### src/rtl/wdrain_pkg.sv
package wdrain_pkg;
  typedef enum logic [1:0] {
    MODE_READ    = 2'd0,
    MODE_DRN_HI  = 2'd1,
    MODE_DRN_EMP = 2'd2
  } wmode_e;
endpackage

### src/rtl/wdrain_ffs.sv
module wdrain_ffs #(
  parameter int N  = 8,
  localparam int IW = (N > 1) ? $clog2(N) : 1
) (
  input  logic [N-1:0]  vec,
  output logic          found,
  output logic [IW-1:0] idx
);
  always_comb begin
    found = 1'b0;
    idx   = '0;
    for (int i = N - 1; i >= 0; i--) begin
      if (vec[i]) begin
        found = 1'b1;
        idx   = IW'(i);
      end
    end
  end

  always_comb begin
    if (found) assert_idx_set_R6: assert (vec[idx]);
  end
endmodule

### src/rtl/wdrain_fsm.sv
module wdrain_fsm
  import wdrain_pkg::*;
#(
  parameter int QW     = 7,
  parameter int CW     = 3,
  parameter int MIN_WR = 1
) (
  input  logic          clk,
  input  logic          rst_n,
  input  logic [QW-1:0] rd_qlen,
  input  logic [QW-1:0] wr_qlen,
  input  logic [QW-1:0] hi_mark,
  input  logic [QW-1:0] lo_mark,
  input  logic [QW-1:0] urg_mark,
  input  logic          rd_hit_pend,
  input  logic          issue_hit,
  output wmode_e        mode
);
  localparam logic [CW-1:0] CNT_MIN = CW'(MIN_WR);

  wmode_e        mode_q, mode_d;
  logic [CW-1:0] cnt_q, cnt_d;
  logic          wr_empty, rd_empty, hi_trip;

  assign wr_empty = (wr_qlen == '0);
  assign rd_empty = (rd_qlen == '0);
  assign hi_trip  = ((wr_qlen > hi_mark) && !rd_hit_pend) || (wr_qlen > urg_mark);

  always_comb begin
    mode_d = mode_q;
    cnt_d  = cnt_q;
    if (mode_q != MODE_READ && issue_hit && cnt_q != '1)
      cnt_d = cnt_q + CW'(1);
    if (wr_empty) begin
      mode_d = MODE_READ;
    end else begin
      unique case (mode_q)
        MODE_READ: begin
          if (rd_empty) begin
            mode_d = MODE_DRN_EMP;
            cnt_d  = '0;
          end else if (hi_trip) begin
            mode_d = MODE_DRN_HI;
            cnt_d  = '0;
          end
        end
        MODE_DRN_HI: begin
          if (wr_qlen <= lo_mark) mode_d = MODE_READ;
        end
        MODE_DRN_EMP: begin
          if (!rd_empty && cnt_q > CNT_MIN) mode_d = MODE_READ;
        end
        default: mode_d = MODE_READ;
      endcase
    end
  end

  always_ff @(posedge clk or negedge rst_n) begin
    if (!rst_n) begin
      mode_q <= MODE_READ;
      cnt_q  <= '0;
    end else begin
      mode_q <= mode_d;
      cnt_q  <= cnt_d;
    end
  end

  assign mode = mode_q;

  assert_force_off_R5: assert property (@(posedge clk) disable iff (!rst_n)
    (wr_qlen == '0) |=> (mode_q == MODE_READ));

  assert_hi_entry_R1: assert property (@(posedge clk) disable iff (!rst_n)
    (mode_q == MODE_READ && !rd_empty && wr_qlen > urg_mark) |=> (mode_q == MODE_DRN_HI));

  assert_empty_entry_R2: assert property (@(posedge clk) disable iff (!rst_n)
    (mode_q == MODE_READ && rd_empty && !wr_empty) |=> (mode_q == MODE_DRN_EMP));

  assert_lo_exit_R3: assert property (@(posedge clk) disable iff (!rst_n)
    (mode_q == MODE_DRN_HI && wr_qlen <= lo_mark) |=> (mode_q == MODE_READ));

  assert_empty_hold_R4: assert property (@(posedge clk) disable iff (!rst_n)
    (mode_q == MODE_DRN_EMP && rd_empty && !wr_empty) |=> (mode_q == MODE_DRN_EMP));

  assert_cnt_clear_R8: assert property (@(posedge clk) disable iff (!rst_n)
    (mode_q == MODE_READ && mode_d != MODE_READ) |=> (cnt_q == '0));

  assert_hold_off_R9: assert property (@(posedge clk) disable iff (!rst_n)
    (mode_q == MODE_READ && !rd_empty && rd_hit_pend && wr_qlen <= urg_mark) |=> (mode_q == MODE_READ));
endmodule

### src/rtl/wdrain_ctrl.sv
module wdrain_ctrl
  import wdrain_pkg::*;
#(
  parameter int N_WR   = 8,
  parameter int QW     = 7,
  parameter int CW     = 3,
  parameter int MIN_WR = 1,
  localparam int IW    = (N_WR > 1) ? $clog2(N_WR) : 1
) (
  input  logic            clk,
  input  logic            rst_n,
  input  logic [QW-1:0]   rd_qlen,
  input  logic [QW-1:0]   wr_qlen,
  input  logic [QW-1:0]   hi_mark,
  input  logic [QW-1:0]   lo_mark,
  input  logic [QW-1:0]   urg_mark,
  input  logic            rd_hit_pend,
  input  logic            wr_issued,
  input  logic [N_WR-1:0] wr_ready,
  input  logic [N_WR-1:0] wr_colhit,
  output logic            drain,
  output logic            pick_valid,
  output logic [IW-1:0]   pick_idx,
  output logic            pick_hit
);
  wmode_e          mode;
  logic            hit_found, any_found;
  logic [IW-1:0]   hit_idx, any_idx;
  logic [N_WR-1:0] hit_vec;

  assign hit_vec = wr_ready & wr_colhit;

  wdrain_ffs #(.N(N_WR)) u_hit_ffs (.vec(hit_vec),  .found(hit_found), .idx(hit_idx));
  wdrain_ffs #(.N(N_WR)) u_any_ffs (.vec(wr_ready), .found(any_found), .idx(any_idx));

  wdrain_fsm #(.QW(QW), .CW(CW), .MIN_WR(MIN_WR)) u_fsm (
    .clk        (clk),
    .rst_n      (rst_n),
    .rd_qlen    (rd_qlen),
    .wr_qlen    (wr_qlen),
    .hi_mark    (hi_mark),
    .lo_mark    (lo_mark),
    .urg_mark   (urg_mark),
    .rd_hit_pend(rd_hit_pend),
    .issue_hit  (wr_issued & pick_valid & pick_hit),
    .mode       (mode)
  );

  assign drain      = (mode != MODE_READ);
  assign pick_valid = drain & any_found;
  assign pick_hit   = drain & hit_found;
  assign pick_idx   = hit_found ? hit_idx : any_idx;

  assert_pick_ready_R7: assert property (@(posedge clk) disable iff (!rst_n)
    pick_valid |-> wr_ready[pick_idx]);

  assert_pick_prefers_hit_R6: assert property (@(posedge clk) disable iff (!rst_n)
    (drain && (hit_vec != '0)) |-> (pick_hit && wr_colhit[pick_idx]));

  assert_idle_no_pick_R7: assert property (@(posedge clk) disable iff (!rst_n)
    !drain |-> !pick_valid);
endmodule

### config.mk
export PLATFORM = sky130hd
export DESIGN_NAME = wdrain_ctrl
export DESIGN_NICKNAME = d
export VERILOG_FILES = /design/src/rtl/wdrain_pkg.sv /design/src/rtl/wdrain_ffs.sv /design/src/rtl/wdrain_fsm.sv /design/src/rtl/wdrain_ctrl.sv
export SDC_FILE = /design/constraint.sdc
export NUM_CORES = 1
export LEC_CHECK = 0
export BUFFER_PORTS_ARGS = -buffer_cell sky130_fd_sc_hd__clkbuf_2
export CORE_UTILIZATION = 48
export CTS_CLUSTER_DIAMETER = 120
export DETAILED_ROUTE_END_ITERATION = 10
export HOLD_SLACK_MARGIN = 0.02
export PLACE_DENSITY = 0.93
export RECOVER_POWER = 100
export SYNTH_ARGS = -nofsm -noshare
export SYNTH_HDL_FRONTEND = slang
export SYNTH_HIERARCHICAL = 1
export SYNTH_SLANG_ARGS = --single-unit
export TNS_END_PERCENT = 20
### constraint.sdc
create_clock -name clk -period 5.03 [get_ports clk]
set_clock_uncertainty 0.15 [all_clocks]
set_input_delay 1.006 -clock clk [delete_from_list [all_inputs] [get_ports clk]]
set_output_delay 1.006 -clock clk [all_outputs]
set_load 0.01 [all_outputs]
# Yosys cells after proc, flatten, opt, wreduce, memory -nomap -nowiden
# Cells that the tools add are included.
[totals]
reg_bits = 5
in_bits = 55
output_inout_bits = 6
[classes]
add_sub_neg = 1
order_cmp = 4
eq_ne = 6
n_mux = 44
bitwise = 5
reduce_logical = 12
[op_table]
columns = ["op", "n"]
rows = [
  ["$mux 3", 22],
  ["$mux 1", 16],
  ["$gt 7x7->1", 2],
  ["$logic_not 7->1", 2],
  ["$mux 2", 5],
  ["$and 8x8->8", 1],
  ["$le 7x7->1", 1],
  ["$ne 3x1->1 const B", 2],
  ["$pmux 2 s3", 1],
  ["$and 1x1->1", 4],
  ["$logic_and 1x1->1", 4],
  ["$ne 4x1->1 const B", 1],
  ["$add 3x1->3 const B", 1],
  ["$gt 3x1->1 const B", 1],
  ["$ne 3x3->1 const B", 1],
  ["$reduce_and 3->1", 1],
  ["$eq 2x1->1 const B", 1],
  ["$eq 2x2->1 const B", 1],
  ["$logic_not 1->1", 2],
  ["$logic_not 2->1", 1],
  ["$reduce_bool 2->1", 1],
  ["$logic_or 1x1->1", 1],
]

# Longest topological paths before layout
[depth]
word_depth = 18
depth_mapped = 7

# By module
# The synthesis kept the hierarchy.
[modules_own_cells]
columns = ["module", "instances", "cells_per_inst", "area_each_um2", "seq_area_each_um2"]
rows = [
  ["wdrain_fsm", 1, 104, 839.6, 125.1],
  ["wdrain_ffs", 2, 13, 80.1, 0.0],
  ["wdrain_ctrl", 1, 15, 116.4, 0.0],
]

# Worst setup path after synthesis
# OpenSTA, ideal clock, no wires.
[synth_path]
path_type = "input-to-output"
start = "input port wr_ready[5]"
end = "output port pick_idx[0]"
arrival_time_ns = 2.046
slack_ns = 1.828
cell_stages = 4
path_cell_list = "and2_1 -> nor4_1 -> nand2_1 -> mux2_1"
[synth_between]
elab_chain_cells = 8
word_cells_on_any_way = 20
classes_between = "mux (19); bitwise (1)"
[synth_lines]
columns = ["element", "line_no", "source"]
rows = [
  ["from (decl)", "wdrain_ctrl.sv:19", "input logic [N_WR-1:0] wr_ready,"],
  ["$and 8x8->8", "wdrain_ctrl.sv:31", "assign hit_vec = wr_ready & wr_colhit;"],
  ["$mux 1 (6 in series)", "wdrain_ffs.sv:13", "if (vec[i]) begin"],
  ["net hit_found", "wdrain_ctrl.sv:27", "logic hit_found, any_found;"],
  ["$mux 3", "wdrain_ctrl.sv:52", "assign pick_idx = hit_found ? hit_idx : any_idx;"],
  ["to (decl)", "wdrain_ctrl.sv:23", "output logic [IW-1:0] pick_idx,"],
]
# The timed path passes the listed nets, and every way through them passes these cells.

# Worst setup path in the final report
[layout_path]
start = "input port wr_ready[2]"
end = "output port pick_idx[1]"
[layout_between]
elab_chain_cells = 5
word_cells_on_any_way = 11
classes_between = "mux (10); bitwise (1)"
[layout_lines]
columns = ["element", "line_no", "source"]
rows = [
  ["$and 8x8->8", "wdrain_ctrl.sv:31", ""],
  ["net hit_vec[2]", "wdrain_ctrl.sv:29", "logic [N_WR-1:0] hit_vec;"],
  ["$mux 1 (3 in series)", "wdrain_ffs.sv:13", ""],
  ["net hit_found", "wdrain_ctrl.sv:27", ""],
  ["$mux 3", "wdrain_ctrl.sv:52", ""],
]
# The timed path passes the listed nets, and every way through them passes these cells.

==> load_flow_metrics.sql <==
INSERT INTO impl_metrics (metric_group, metric, value, unit) VALUES
('floorplan', 'floorplan.rows', '17', ''),
('cells_and_area', 'n_antenna_cell', '0', ''),
('cells_and_area', 'postLayoutCellArea', '1450', 'sq um'),
('clocking', 'cts_tree', 'done', ''),
('timing', 'worstMarginPinSlew', '0.669', 'ns'),
('status', 'status', 'finished clean', ''),
('worst_setup_path', 'worst-r2r-cell-count', '5', ''),
('drt', 'dr.first_iter.drc_count', '16', ''),
('timing', 'rsz_0062_raised_after_global_routing', 'no', ''),
('cells_and_area', 'number_of_nets_in_the_final_layout', '289', ''),
('global_routing', 'grt_pass1_wl', '4590', 'um'),
('pwr', 'power-per-cell-area', '187', 'nW/um^2'),
('worst_setup_path', 'critical_path_class', 'input port to output port', ''),
('job', 'max_cap_check_violation_count', '0', ''),
('synth', 'share_of_flip_flops_with_an_asynchronous_set_or_reset', '100', '%'),
('worst_setup_path', 'required_arrival_time_at_the_worst_endpoint', '3.87', 'ns'),
('worst_setup_path', 'timing.rr.end', 'u_fsm/cnt_q[2]$_DFF_PN0_', ''),
('cells_and_area', 'fill_cells', '199', ''),
('timing', 'whs', '0.410', 'ns'),
('clocking', 'cts.repair.resized', '0', ''),
('synth', 'ys.flop_type', 'sky130_fd_sc_hd__dfrtp_1', ''),
('synth', 'synthesized_flop_and_latch_total', '5', ''),
('worst_setup_path', 'critical_path_arrival', '2.48', 'ns'),
('worst_setup_path', 'setup.worst_path.start', 'wr_ready[2]', ''),
('timing', 'setup_viol', '0', ''),
('placement', 'hpwlAfterDp', '2340', 'um'),
('drt', 'detailroute.via_count', '1262', ''),
('drt', 'firstDrtPassIters', '4', ''),
('worst_setup_path', 'cpPeakStageDelay', '0.39', 'ns'),
('cells_and_area', 'drive_gt1_share', '27.3', '%'),
('drt', 'drt_wl_total', '2650', 'um'),
('synth', 'synthDominantAreaCellType', 'sky130_fd_sc_hd__ha_1', ''),
('pwr', 'power.static_leakage', '0.000795', 'uW'),
('global_routing', 'grt.total_usage', '23.2', '%'),
('timing', 'maxClockFrequency', '275', 'MHz'),
('cells_and_area', 'synthToLayoutAreaGrowth', '29.5', '%'),
('synth', 'seq_area_frac_synth', '11.2', '%'),
('synth', 'synth-edff-count', '0', ''),
('placement', 'placed_cell_area', '1450', 'sq um'),
('timing', 'worst_slew_margin_rel', '55.3', '%'),
('clocking', 'cts-buffers-inserted', '3', ''),
('synth', 'synth_largest_type_area_fraction', '26.9', '%'),
('floorplan', 'effective_utilization_at_floorplan', '50.5', '%'),
('synth', 'synthesis.instances', '145', ''),
('worst_setup_path', 'critical_path.max_fanout', '5', ''),
('synth', 'synth_top_family_by_area', 'simple AND/OR/NAND/NOR gates', ''),
('global_routing', 'grt_max_degree', '8', ''),
('worst_setup_path', 'regToRegSetupSlack', '3.07', 'ns'),
('timing', 'final_worst_path_cycle_share', '72.4', '%'),
('floorplan', 'floorplan.core_area', '2210', 'sq um'),
('worst_setup_path', 'crit_slowest_cell', 'sky130_fd_sc_hd__nor4_1', ''),
('clocking', 'cts-htree-levels', '1', ''),
('placement', 'dp.cells', '233', ''),
('synth', 'yosys.area_share.adder', '26.9', '%'),
('synth', 'synth.mux.area_fraction', '3.92', '%'),
('synth', 'synth_xor_area_share', '0.785', '%'),
('global_routing', 'first_global_vias', '1194', ''),
('drt', 'routedWlPerCell', '11.2', 'um'),
('clocking', 'clk_pin_slew', '0.04', 'ns'),
('placement', 'placement.io_buffers', '60', ''),
('floorplan', 'boundaryPins', '61', ''),
('placement', 'routabilityCongestion', '0.768', ''),
('worst_setup_path', 'critical_path_destination', 'pick_idx[1]', ''),
('synth', 'cells_taking_the_most_area_after_synthesis', 'sky130_fd_sc_hd__ha_1 (27%), sky130_fd_sc_hd__dfrtp_1 (11%), sky130_fd_sc_hd__inv_1 (8.4%)', ''),
('worst_setup_path', 'endpoint_kind', 'output port', ''),
('cells_and_area', 'layout.cells.non_filler', '237', ''),
('synth', 'yosys.cell_types.count', '35', ''),
('cells_and_area', 'most_frequent_cells_in_the_layout', 'sky130_fd_sc_hd__clkbuf_2 (51), sky130_fd_sc_hd__inv_1 (25), sky130_fd_sc_hd__ha_1 (24), sky130_fd_sc_hd__a21oi_1 (13)', ''),
('synth', 'synth_warnings', '6', ''),
('worst_setup_path', 'worst_reg2reg_startpoint', 'u_fsm/cnt_q[0]$_DFF_PN0_', ''),
('clocking', 'setup_fix_buffers_added_after_clock_tree_synthesis', '0', '');
registers in the layout, indices dropped and copies added, names as in the netlist:
register	count
u_fsm/cnt_q	3
u_fsm/mode	2
per-stage QoR:
step	power [uW]	setup slack (ns)	utilization [%]
global placement	223	1.55	65.6
CTS	279	1.51	66.8
floorplan	169	1.83	-
detailed placement	230	1.51	65.6
finish	270	1.39	65.3
global route	304	1.31	65.3
synthesized netlist by cell type (all sizes together), types with 2 or more instances:
cell and count:
nand4 3, dfrtp 5, mux2 3, nand3 3, nor2b 6, ha 24
a21o 2, and2 8, nor2 10, inv 25, o21bai 2, o21ai 6
nand2 5, nand3b 3, a211oi 4, o21a 2, nor4 6, a21oi 13
o41ai 2
logic make-up (layout without fill, tap and decap cells):
group,Yosys count,after routing
AOI/OAI and AO/OA,36,36
xor gates and xnor gates,1,1
adders and majority gates,24,24
buffers and inverters,25,89
DFF,5,5
muxes,4,4
and+or+nand+nor,50,50
critical path, delay by kind of cell:
family / cells / cell delay [ns]
and+or+nand+nor: 3 / 0.84
buffers and inverters: 2 / 0.27
muxes: 1 / 0.36
power by group:
part / switching [uW] / internal [uW] / total (uW)
Clock: 15.4 / 29.9 / 45.4
Sequential: 15.1 / 51.5 / 66.6
Combinational: 80.6 / 77.5 / 158
Total: 111 / 159 / 270
worst min path at each step:
stage	from	endpoint	cells past startpoint	slack [ns]
after global routing	u_fsm/mode[0]$_DFFE_PN0P_	u_fsm/mode[1]$_DFFE_PN0P_	1	0.45
after global placement	u_fsm/cnt_q[2]$_DFF_PN0_	u_fsm/cnt_q[2]$_DFF_PN0_	2	0.39
final	u_fsm/cnt_q[2]$_DFF_PN0_	u_fsm/cnt_q[2]$_DFF_PN0_	2	0.41
after CTS	rst_n	u_fsm/cnt_q[2]$_DFF_PN0_	1	0.41
after detailed placement	u_fsm/cnt_q[2]$_DFF_PN0_	u_fsm/cnt_q[2]$_DFF_PN0_	2	0.40
after floorplan	u_fsm/mode[0]$_DFFE_PN0P_	u_fsm/mode[1]$_DFFE_PN0P_	1	0.35
routing by layer:
| metal | GRT usage [%] | wire length, um | vias to the layer above |
|---|---|---|---|
| li1 | - | - | 651 |
| met1 | 26.7 | 1130 | 547 |
| met2 | 44.7 | 1290 | 64 |
| met3 | 2.42 | 229 | 0 |
| met4 | 5.71 | 0 | 0 |
| met5 | 0 | 0 | - |
layout make-up:
class | instances | area (sq um) | area share, %
timing repair buffer | 60 | 289 | 20.0
sequential | 5 | 125 | 8.66
inverter | 25 | 93.8 | 6.49
clock buffer | 4 | 26.3 | 1.82
multi-input combinational | 115 | 876 | 60.6
tap | 28 | 35.0 | 2.42
(Power assumes the default switching activity.)
